## config.mk

```make
export PLATFORM = sky130hd
export DESIGN_NAME = ilv_clock_mgr
export DESIGN_NICKNAME = d
export VERILOG_FILES = /design/src/rtl/ilv_pkg.sv /design/src/rtl/ilv_ramp_dp.sv /design/src/rtl/ilv_branch_latch.sv /design/src/rtl/ilv_phase_ctrl.sv /design/src/rtl/ilv_clock_mgr.sv
export SDC_FILE = /design/constraint.sdc
export NUM_CORES = 1
export LEC_CHECK = 0
export BUFFER_PORTS_ARGS = -buffer_cell sky130_fd_sc_hd__buf_2
export CAP_MARGIN = 20
export CORE_MARGIN = 2
export CORE_UTILIZATION = 50
export CTS_CLUSTER_SIZE = 25
export DETAILED_ROUTE_END_ITERATION = 7
export PLACE_DENSITY = 0.75
export SYNTH_ARGS = -nofsm -noshare
export SYNTH_HDL_FRONTEND = slang
export SYNTH_SLANG_ARGS = --single-unit
```

## constraint.sdc

```tcl
create_clock -name clk -period 2.7 [get_ports clk]
set_input_delay 0.135 -clock clk [delete_from_list [all_inputs] [get_ports clk]]
set_output_delay 0.135 -clock clk [all_outputs]
set_load 0.03 [all_outputs]
```

## src/rtl/ilv_pkg.sv

```systemverilog
package ilv_pkg;

  typedef enum logic [1:0] {
    ST_CHARGE = 2'd0,
    ST_DISCH  = 2'd1,
    ST_HOLD   = 2'd2
  } rampState_t;

  // strobes from the sequencer to the ramp datapath
  typedef struct packed {
    logic clear;
    logic up;
    logic down;
  } rampCmd_t;

  // comparator results from the datapath back to the sequencer
  typedef struct packed {
    logic aboveHi;
    logic belowLo;
  } rampFlag_t;

endpackage

```

## src/rtl/ilv_ramp_dp.sv

```systemverilog
module ilv_ramp_dp
  import ilv_pkg::*;
#(
  parameter int RAMP_W  = 8,
  parameter int HI_TH   = 40,
  parameter int LO_TH   = 8,
  parameter int UP_STEP = 4,
  parameter int DN_STEP = 4,
  parameter int NUM_BR  = 2
) (
  input  logic              clk,
  input  logic              rstN,
  input  rampCmd_t          cmd,
  input  logic [NUM_BR-1:0] drvOn,
  output rampFlag_t         flags,
  output logic [NUM_BR-1:0] drvRise,
  output logic [RAMP_W-1:0] rampVal
);

  localparam logic [RAMP_W:0]   RAMP_MAX = {1'b0, {RAMP_W{1'b1}}};
  localparam logic [RAMP_W:0]   UP_X     = (RAMP_W+1)'(UP_STEP);
  localparam logic [RAMP_W-1:0] DN_V     = RAMP_W'(DN_STEP);
  localparam logic [RAMP_W-1:0] HI_V     = RAMP_W'(HI_TH);
  localparam logic [RAMP_W-1:0] LO_V     = RAMP_W'(LO_TH);

  logic [RAMP_W:0]   upSum;
  logic [RAMP_W-1:0] upVal;
  logic [RAMP_W-1:0] dnVal;
  logic [RAMP_W-1:0] rampNext;
  logic [NUM_BR-1:0] drvPrev;

  // saturating step in both directions
  always_comb begin
    upSum = {1'b0, rampVal} + UP_X;
    upVal = (upSum > RAMP_MAX) ? RAMP_MAX[RAMP_W-1:0] : upSum[RAMP_W-1:0];
    dnVal = (rampVal >= DN_V) ? (rampVal - DN_V) : '0;
  end

  always_comb begin
    if (cmd.clear)     rampNext = '0;
    else if (cmd.up)   rampNext = upVal;
    else if (cmd.down) rampNext = dnVal;
    else               rampNext = rampVal;
  end

  always_ff @(posedge clk or negedge rstN) begin
    if (!rstN) rampVal <= '0;
    else       rampVal <= rampNext;
  end

  always_comb begin
    flags.aboveHi = (rampVal > HI_V);
    flags.belowLo = (rampVal < LO_V);
  end

  // driver rising-edge detectors, one per branch
  always_ff @(posedge clk or negedge rstN) begin
    if (!rstN) drvPrev <= '0;
    else       drvPrev <= drvOn;
  end

  for (genvar i = 0; i < NUM_BR; i++) begin : g_edge
    assign drvRise[i] = drvOn[i] & ~drvPrev[i];
  end

endmodule

```

## src/rtl/ilv_branch_latch.sv

```systemverilog
module ilv_branch_latch (
  input  logic clk,
  input  logic rstN,
  input  logic clear,
  input  logic setReq,
  input  logic drvRise,
  output logic held
);

  // arm has priority over the driver edge; disable clears everything
  always_ff @(posedge clk or negedge rstN) begin
    if (!rstN)        held <= 1'b0;
    else if (clear)   held <= 1'b0;
    else if (setReq)  held <= 1'b1;
    else if (drvRise) held <= 1'b0;
  end

endmodule

```

## src/rtl/ilv_phase_ctrl.sv

```systemverilog
module ilv_phase_ctrl
  import ilv_pkg::*;
#(
  parameter int NUM_BR = 2
) (
  input  logic              clk,
  input  logic              rstN,
  input  logic              enable,
  input  rampFlag_t         flags,
  input  logic [NUM_BR-1:0] drvRise,
  output rampCmd_t          cmd,
  output logic              syncOut,
  output logic              phaseTwo,
  output logic [NUM_BR-1:0] branchClk
);

  rampState_t        st;
  rampState_t        stNext;
  logic              armStrobe;
  logic              pending;
  logic [NUM_BR-1:0] setVec;
  logic [NUM_BR-1:0] latchQ;

  assign pending = latchQ[phaseTwo];

  always_comb begin
    stNext    = st;
    cmd       = '0;
    armStrobe = 1'b0;
    if (!enable) begin
      cmd.clear = 1'b1;
      stNext    = ST_CHARGE;
    end else begin
      unique case (st)
        ST_CHARGE: begin
          if (flags.aboveHi) begin
            stNext    = ST_DISCH;
            cmd.down  = 1'b1;
            armStrobe = 1'b1;
          end else begin
            cmd.up = 1'b1;
          end
        end
        ST_DISCH: begin
          cmd.down = 1'b1;
          if (flags.belowLo) stNext = ST_HOLD;
        end
        ST_HOLD: begin
          // stretched count-down until the selected driver has turned on
          if (pending) begin
            cmd.down = 1'b1;
          end else begin
            cmd.up = 1'b1;
            stNext = ST_CHARGE;
          end
        end
        default: stNext = ST_CHARGE;
      endcase
    end
  end

  always_ff @(posedge clk or negedge rstN) begin
    if (!rstN) st <= ST_CHARGE;
    else       st <= stNext;
  end

  // divide-by-two on the strobe; idle value makes the next pick branch A
  always_ff @(posedge clk or negedge rstN) begin
    if (!rstN)          phaseTwo <= 1'b1;
    else if (!enable)   phaseTwo <= 1'b1;
    else if (armStrobe) phaseTwo <= ~phaseTwo;
  end

  assign syncOut = (st == ST_DISCH);

  for (genvar i = 0; i < NUM_BR; i++) begin : g_br
    assign setVec[i] = armStrobe && (~phaseTwo == 1'(i));

    ilv_branch_latch u_latch (
      .clk     (clk),
      .rstN    (rstN),
      .clear   (!enable),
      .setReq  (setVec[i]),
      .drvRise (drvRise[i]),
      .held    (latchQ[i])
    );

    assign branchClk[i] = latchQ[i] & ~syncOut;
  end

endmodule

```

## src/rtl/ilv_clock_mgr.sv

```systemverilog
module ilv_clock_mgr
  import ilv_pkg::*;
#(
  parameter int RAMP_W  = 8,
  parameter int HI_TH   = 40,
  parameter int LO_TH   = 8,
  parameter int UP_STEP = 4,
  parameter int DN_STEP = 4
) (
  input  logic clk,
  input  logic rstN,
  input  logic enable,
  input  logic drvOnA,
  input  logic drvOnB,
  output logic branchClkA,
  output logic branchClkB,
  output logic syncOut,
  output logic phaseTwo
);

  localparam int NUM_BR = 2;

  rampCmd_t          cmd;
  rampFlag_t         flags;
  logic [NUM_BR-1:0] drvRise;
  logic [NUM_BR-1:0] branchClk;
  logic [RAMP_W-1:0] rampVal;

  ilv_ramp_dp #(
    .RAMP_W  (RAMP_W),
    .HI_TH   (HI_TH),
    .LO_TH   (LO_TH),
    .UP_STEP (UP_STEP),
    .DN_STEP (DN_STEP),
    .NUM_BR  (NUM_BR)
  ) u_dp (
    .clk     (clk),
    .rstN    (rstN),
    .cmd     (cmd),
    .drvOn   ({drvOnB, drvOnA}),
    .flags   (flags),
    .drvRise (drvRise),
    .rampVal (rampVal)
  );

  ilv_phase_ctrl #(
    .NUM_BR (NUM_BR)
  ) u_ctrl (
    .clk       (clk),
    .rstN      (rstN),
    .enable    (enable),
    .flags     (flags),
    .drvRise   (drvRise),
    .cmd       (cmd),
    .syncOut   (syncOut),
    .phaseTwo  (phaseTwo),
    .branchClk (branchClk)
  );

  assign branchClkA = branchClk[0];
  assign branchClkB = branchClk[1];

endmodule

```

==> key figures, run 1 <==
Power and ir drop
  – Peak VDD IR: 0.5676 mV
  – Pleak: between 0.0004 and 0.0005 uW
  – Pwr dens: around 1100 nW/um^2

Clock network
  – CTS root buffer: clkbuf_4
  – Clock transition at path regs: roughly 0.1 ns
  – TritonCTS buffer count: 3
  – Post-CTS sizing: 0
  – Clock H-tree levels: 1
  – Clk buf depth: 2
  – Clk_lat worst skew: a little under 0.3 ns
  – Num Clock Sinks: 14
  – CTS tree: done

Setup path
  – Crit path buf inv count: 1
  – Worst path required time: about 2.9 ns
  – Crit path DAT: 2.34 ns
  – CP max stage delay: between 0.4 and 0.5 ns
  – Crit path kind: register to register
  – Slowest CP cell: dfrtp_1
  – Setup crit start kind: register
  – CP Cell Sequence: inv_1 > ha_1 > or3b_4 > o311ai_2 > o31a_1 > mux2i_1 > o22a_1
  – Crit path max-delay family: compound AO/OA/AOI/OAI gates
  – Worst Setup End Kind: register
  – CP max FO: 8

Run
  – MaxCap Viol Count: 0

Floorplanning
  – Die Wd: ~50 microns
  – Core ar.: about 2000 sq um
  – Initial Util: a little over half
  – Chip Height: slightly above 50 microns
  – Top Ports: 9
  – Cell Rows: 16
  – Die area: between 2000 and 3000 sq um

GRT
  – Antenna violations before repair: 0
  – Gr usage total: about a fifth
  – Vias in the first global route: approximately 800
  – First-pass GRT wire length: 3760 microns
  – Largest net degree at the start of global routing: 15
  – Overflow after GRT: 0

Min path
  – Worst Hold Class: input port to register

Route
  – Pre-antenna DRT Iters: 4
  – Routed Wire Length: between 2000 and 2500 microns
  – Number of antenna-violating nets in the routed design: 0
  – Length of routed met2 wiring: between 1000 and 1500 microns
  – DR DRC count: 0
  – DRT iter0 DRCs: 38
  – DR vias/cell: ~6.1
  – Highest Signal Layer: met4
  – DR WL/cell: about 14 microns
  – WL met3: a little under 90 microns
  – M1 wire length: a little under 1000 microns
  – Vias: between 900 and 1000

Yosys
  – Top cells by instance count after synthesis: dfrtp_1, inv_1, nand2_1, nand3_1, o21ai_0
  – Top cell type's share of synthesized area: a little under a third
  – EDFF count, synth: 0
  – Largest area contributor in the netlist: dfrtp_1
  – Top_reg_cell synth: dfrtp_1
  – Synthesis-stage register bit count: 14
  – Synth Instances: 115
  – Distinct cells, synth: 52
  – Most frequent cell after synthesis: dfrtp_1
  – Mapped Area: approximately 1100 sq um
  – Sequential element share of the synthesized area: between 30% and 40%
  – Post-synth ARST share: 100.0%
  – Synthesized area per cell: around 9.4 sq um
  – YS warnings: 0
  – Synthesized Nets: 124
  – Synth top area cells: dfrtp_1, ha_1, buf_6

Timing
  – Period minus WS final: 2.150 ns
  – Worst Slack Setup Final: between 0.5 and 0.6 ns
  – Worst Skew: roughly 0.019 ns
  – Max frequency: approximately 0.47 GHz
  – Slew headroom: approximately 75%
  – Final cycle utilization of the critical path: ~80%
  – Final-report max-slew violation count: 0
  – Final setup violation count: 0
  – RSZ-0062 raised after global routing: no
  – Setup TNS: 0 ns
  – Worst slew pin tran: approximately 0.37 ns
  – Final Hold Fails: 0

Placement
  – Post-DP HPWL: 1615 microns
  – Number of I/O port buffers: 8
  – Placed Cells: roughly 140
  – Pre-CTS setup slack: 0.5829 ns
  – RD Place Congestion: around 0.9

Finish
  – ANT cells: 0
  – Layout cell share with drive strength beyond 1: 19.51%
  – Post-layout util: between 50 and 60%
  – Layout Nets: between 100 and 150
  – Area delta synth->final: 5.814%
  – Fin cells: 150

Status
  – Status: finished clean
per-stage QoR:
step                hold slack (ns)  cell area (sq um)  total power (uW)
floorplan                   -0.1606               1076             975.1
global placement            0.05025               1082              1050
detailed placement          0.05694               1082              1069
CTS                          0.1535               1139              1206
global route                 0.1609               1139              1313
finish                       0.1755               1139              1203
registers in the layout, indices dropped and copies added (netlist names):
register                  count
u_ctrl.phaseTwo               1
u_ctrl.g_br.u_latch.held      2
u_dp.drvPrev                  2
u_ctrl.st                     2
u_dp.rampVal                  7
per-layer routing:
layer  up-vias  global-route usage (%)
met5         -                       0
met4         0                   8.559
met3         5                   5.357
met2        24                   30.48
met1       443                   25.38
li1        439                       -
placed cells by master (no fill, tap or decap), types with 4 or more instances in the layout:
cell / count
a21boi_0: 4
dfrtp_1: 13
ha_1: 4
nand2b_1: 4
inv_1: 8
nand2_1: 7
a21oi_1: 5
buf_2: 8
o21ai_0: 6
nor2_1: 5
nand3_1: 6
area by class of cell:
class                   count  area, sq um
multi-input cells          86        626.9
fillers                   186        863.3
clock buffers               4        26.28
repair buffers             11        70.07
well taps                  27        33.78
inverters                   8        30.03
flip-flops and latches     14        351.6
path summary, 6_finish.rpt:
kind	from	to	slack [ns]	depth (start not counted)
worst max-delay path	u_dp.rampVal[2]	u_dp.rampVal[5]	0.55	7
worst min-delay path	enable	u_ctrl.phaseTwo	0.18	2
worst max register to register	u_dp.rampVal[2]	u_dp.rampVal[5]	0.55	7
worst min register to register	u_ctrl.phaseTwo	u_ctrl.g_br[0].u_latch.held	0.54	2
max in group asynchronous	rstN	u_ctrl.phaseTwo	2.12	2
min in group asynchronous	rstN	u_dp.rampVal[5]	0.26	2
worst reg2reg max path, stage by stage, from the launching register on:
cell and delay (ns):
dfrtp_1 0.47, inv_1 0.14, ha_1 0.19, or3b_4 0.41
o311ai_2 0.35, o31a_1 0.21, mux2i_1 0.08, o22a_1 0.20
report_power, final:
group / internal, uW / switching, uW / total, uW
clock network: 57.4 / 71.1 / 128
registers: 271 / 123 / 394
logic: 308 / 372 / 680
total: 636 / 567 / 1200
cells by family (layout without fill, tap and decap cells):
| group | Yosys count | in the layout | synth area share [%] |
|---|---|---|---|
| compound gates | 37 | 37 | 26.86 |
| xor+xnor | 1 | 1 | 0.8141 |
| fa+ha+maj | 4 | 4 | 4.651 |
| buf+inv | 15 | 23 | 9.069 |
| flops | 14 | 14 | 32.67 |
| mux | 3 | 3 | 2.791 |
| simple gates | 41 | 41 | 23.14 |
timing repair:
item                                   CTS  global route
setup buffers                            0             0
endpoints found under the hold margin   15             0
hold buffers                             3             0
No activity file was read; power rests on OpenSTA's default activity.
==> run 2: changes to the inputs <==
==> constraint.sdc (replaced) <==
create_clock -name clk -period 2 [get_ports clk]
set_input_delay 0.1 -clock clk [delete_from_list [all_inputs] [get_ports clk]]
set_output_delay 0.1 -clock clk [all_outputs]
set_load 0.03 [all_outputs]
==> key figures, run 2 (synthesis results as in run 1) <==
Run
  – MaxCap Viol Count: 0

GRT
  – Vias in the first global route: around 880
  – First-pass GRT wire length: 3981 microns
  – Antenna violations before repair: 0
  – Largest net degree at the start of global routing: 15
  – Gr usage total: about a fifth
  – Overflow after GRT: 0

Setup path
  – Crit path DAT: about 2.1 ns
  – CP max stage delay: 0.42 ns
  – Worst reg-to-reg setup slack: 0.10 ns
  – Worst Setup End Kind: register
  – Reg-to-reg startpoint: u_dp.rampVal[2]
  – Setup crit start: u_dp.rampVal[2]
  – Setup crit start kind: register
  – CP Cell Sequence: inv_1 > ha_1 > or3b_4 > o311ai_4 > o31a_1 > mux2i_1 > o22a_1
  – CP max FO: 4
  – R2R depth: 7
  – Worst path required time: around 2.2 ns
  – Crit Reg-Reg Endpoint: u_dp.rampVal[5]
  – Crit path kind: register to register
  – Slowest CP cell: or3b_4

Timing
  – Period minus WS final: between 1.5 and 2 ns
  – Max frequency: roughly 0.53 GHz
  – Setup TNS: 0 ns
  – Final-report max-slew violation count: 0
  – Worst Skew: around 0.0043 ns
  – Final setup violation count: 0
  – Hold Slack: between 0.1 and 0.15 ns
  – Slew headroom: between 70% and 80%
  – Final Hold Fails: 0
  – Worst Slack Setup Final: around 0.10 ns
  – Worst slew pin tran: 0.4137 ns
  – Final cycle utilization of the critical path: between 90% and 100%

Clock network
  – Clock H-tree levels: 1
  – Clock transition at path regs: around 0.090 ns
  – CTS tree: done
  – Clk buf depth: 2
  – CTS root buffer: clkbuf_4
  – Num Clock Sinks: 14
  – Clk_lat worst skew: about 0.28 ns
  – TritonCTS buffer count: 3

Floorplanning
  – Cell Rows: 16
  – Top Ports: 9
  – Die area: 2539 sq um
  – Chip Height: between 50 and 60 microns
  – Die Wd: roughly 50 microns
  – Initial Util: between 50% and 60%
  – Core ar.: roughly 2000 sq um

Power and ir drop
  – Peak VDD IR: between 0.7 and 0.8 mV
  – Pwr dens: about 1500 nW/um^2
  – Pleak: 0.0005310 uW

Route
  – Number of antenna-violating nets in the routed design: 0
  – DR vias/cell: around 6
  – DR DRC count: 0
  – DRT iter0 DRCs: 35
  – DR WL/cell: about 15 microns
  – Vias: 931
  – Pre-antenna DRT Iters: 4
  – Routed Wire Length: around 2300 microns

Finish
  – Layout cell share with drive strength beyond 1: between 20% and 30%
  – Area delta synth->final: 11.86%
  – ANT cells: 0
  – Commonest non-fill, non-tap cell in the layout: dfrtp_1
  – Max reg flops: 7
  – Commonest non-fill, non-tap cells in the layout: dfrtp_1, inv_1, buf_2
  – Top reg by flops: u_dp.rampVal
  – Layout Nets: roughly 140

Min path
  – Hold EP: u_ctrl.phaseTwo
  – Worst hold start: enable
  – Worst Hold Class: input port to register
  – Hold path depth: 2

Placement
  – Post-DP HPWL: 1665 microns
  – Number of I/O port buffers: 8
  – RD Place Congestion: between 0.9 and 1
  – Pre-CTS setup slack: 0.1206 ns

Status
  – Status: finished clean
[run 2: worst max path at each step]
stage                       to  cells after the start
2_1_floorplan  u_dp.rampVal[5]                      7
3_3_place_gp   u_dp.rampVal[5]                      7
3_5_place_dp   u_dp.rampVal[5]                      7
4_1_cts        u_dp.rampVal[5]                      7
5_1_grt        u_dp.rampVal[5]                      7
6_report       u_dp.rampVal[5]                      7
[run 2: critical path, delay by kind of cell, from the launching register on]
| family | cells | cell delay [ns] |
|---|---|---|
| buf+inv | 1 | 0.10 |
| compound gates | 3 | 0.63 |
| mux | 1 | 0.07 |
| flops | 1 | 0.39 |
| simple gates | 1 | 0.42 |
| fa+ha+maj | 1 | 0.18 |
[run 2: where the power goes]
part           total [uW]  internal, uW  switching, uW
clock                 209           111           97.9
combinational        1070           480            589
sequential            480           367            114
total                1760           957            801
[run 2: area by class of cell]
type	count	area (sq um)
inverter	8	30.03
fill	182	798.3
multi-input combinational	86	636.9
sequential	14	351.6
tap	27	33.78
timing repair buffer	17	115.1
clock buffer	4	36.28
[run 2: metrics by stage]
stage                     util (%)  instance area (sq um)  total power [uW]  std cells
after detailed placement     56.31                   1127              1511        149
after floorplan                  -                   1076              1316        115
after global placement       56.31                   1127              1477        149
after global routing         60.12                   1204              1891        156
final                        60.12                   1204              1758        156
after CTS                    59.62                   1194              1726        156
[run 2: routing by layer]
layer	GRT usage, %	wire length (microns)	vias to the layer above
met5	0	0	-
met4	7.658	44	0
met3	4.762	139	7
met2	33.33	1122	36
met1	26.94	1027	440
li1	-	-	448
[run 2: what timing repair did]
action,CTS,global route
gates resized for setup,0,1
hold endpoints to repair,16,0
setup buffers,0,0
endpoints found under the setup margin,0,1
hold buffers,3,0
==> run 3: changes to the inputs <==
--- a/config.mk
+++ b/config.mk
@@ -12,6 +12,7 @@
 export CTS_CLUSTER_SIZE = 25
 export DETAILED_ROUTE_END_ITERATION = 7
 export PLACE_DENSITY = 0.75
+export REMOVE_ABC_BUFFERS = 1
 export SYNTH_ARGS = -nofsm -noshare
 export SYNTH_HDL_FRONTEND = slang
 export SYNTH_SLANG_ARGS = --single-unit
==> key figures, run 3 (synthesis results as in run 1) <==
Timing
  – Final Hold Fails: 0
  – Setup TNS: 0 ns
  – Worst Slack Setup Final: 0.08877 ns
  – Worst slew pin tran: around 0.36 ns
  – Final-report max-slew violation count: 0
  – RSZ-0062 raised after global routing: no
  – Hold Slack: 0.1255 ns
  – Final cycle utilization of the critical path: a little over nine tenths
  – Slew headroom: about 76%
  – Final setup violation count: 0
  – Worst Skew: roughly 0.0064 ns
  – Period minus WS final: about 1.9 ns
  – Max frequency: approximately 0.52 GHz

Finish
  – Layout cell share with drive strength beyond 1: between 20% and 30%
  – Area delta synth->final: 14.65%
  – Commonest non-fill, non-tap cells in the layout: dfrtp_1, buf_2, buf_4
  – ANT cells: 0
  – Layout Nets: about 140
  – Max reg flops: 7
  – Top reg by flops: u_dp.rampVal
  – Commonest non-fill, non-tap cell in the layout: dfrtp_1
  – Fin cells: 158

Clock network
  – Clk buf depth: 2
  – Clock H-tree levels: 1
  – TritonCTS buffer count: 3
  – Num Clock Sinks: 14
  – Clk_lat worst skew: approximately 0.28 ns
  – CTS tree: done
  – CTS root buffer: clkbuf_4
  – Clock transition at path regs: 0.09 ns

Floorplanning
  – Chip Height: 50.39 microns
  – Die area: roughly 2500 sq um
  – Core ar.: 2002 sq um
  – Top Ports: 9
  – Cell Rows: 16
  – Die Wd: just over 50 microns
  – Initial Util: 53.75%

Setup path
  – Worst path required time: about 2.2 ns
  – Setup crit start kind: register
  – CP max FO: 3
  – R2R depth: 7
  – Crit path kind: register to register
  – Worst Setup End Kind: register
  – Crit path DAT: approximately 2.1 ns

Status
  – Status: finished clean

GRT
  – Antenna violations before repair: 0
  – First-pass GRT wire length: 3822 microns
  – Gr usage total: around 20%
  – Vias in the first global route: 850
  – Largest net degree at the start of global routing: 15
  – Overflow after GRT: 0

Min path
  – Hold path depth: 2
  – Worst Hold Class: input port to register

Route
  – Pre-antenna DRT Iters: 5
  – Number of antenna-violating nets in the routed design: 0
  – DR DRC count: 0
  – Routed Wire Length: about 2200 microns
  – DR WL/cell: approximately 14 microns
  – DRT iter0 DRCs: 19
  – Vias: around 900
  – DR vias/cell: about 5.8

Placement
  – Pre-CTS setup slack: ~0.10 ns
  – Number of I/O port buffers: 8
  – Placed Cells: 149
  – RD Place Congestion: roughly 0.86
  – Post-DP HPWL: 1631 microns

Power and ir drop
  – Peak VDD IR: between 0.7 and 0.8 mV
  – Pwr dens: 1464 nW/um^2
  – Pleak: 0.0005405 uW

Run
  – MaxCap Viol Count: 0
-- run 3: cell types whose count changed in the layout (fill, tap and decap cells not counted), sizes merged --
cell,delta
buf,+2
-- run 3: stage by stage --
step / power (uW) / util, % / cell area [sq um]
final: 1806 / 61.63 / 1234
after CTS: 1716 / 59.62 / 1194
after detailed placement: 1499 / 56.31 / 1127
after floorplan: 1230 / - / 1008
after global routing: 1947 / 61.63 / 1234
after global placement: 1484 / 56.31 / 1127
-- run 3: where the power goes --
group	leakage [uW]	internal [uW]	switching, uW
logic	0.000338	528	610
registers	0.000182	367	97.9
clock network	0.0000210	111	92.0
-- run 3: worst paths after layout --
kind | from | to | slack, ns
worst min-delay path | enable | u_ctrl.phaseTwo | 0.13
worst min register to register | u_ctrl.phaseTwo | u_ctrl.phaseTwo | 0.53
worst max-delay path | u_dp.rampVal[2] | u_dp.rampVal[5] | 0.09
min in group asynchronous | rstN | u_dp.drvPrev[1] | 0.23
max in group asynchronous | rstN | u_ctrl.phaseTwo | 1.48
worst max register to register | u_dp.rampVal[2] | u_dp.rampVal[5] | 0.09
-- run 3: layer usage --
metal  GRT usage (%)  routed length (microns)
met2           31.36                     1069
met1           26.73                     1027
met5               0                        0
met3           1.786                       68
met4           9.459                       46
-- run 3: cell type report --
| type | count | area, sq um |
|---|---|---|
| Sequential cell | 14 | 351.6 |
| Tap cell | 27 | 33.78 |
| Clock buffer | 4 | 36.28 |
| Inverter | 8 | 30.03 |
| Fill cell | 177 | 768.2 |
| Timing Repair Buffer | 19 | 130.1 |
| Multi-Input combinational cell | 86 | 651.9 |
-- run 3: worst max-delay path, cell delays in order (launching register included) --
cell,delay [ns]
dfrtp_1,0.40
inv_2,0.09
ha_4,0.14
or3b_4,0.40
o311ai_4,0.31
o31a_1,0.19
mux2i_1,0.07
o22a_1,0.20
-- run 3: what timing repair did --
action	4_1_cts	5_1_grt
setup endpoints to repair	0	2
resized for setup	0	6
buffers inserted	0	2
hold buffers	3	0
hold endpoints to repair	16	0
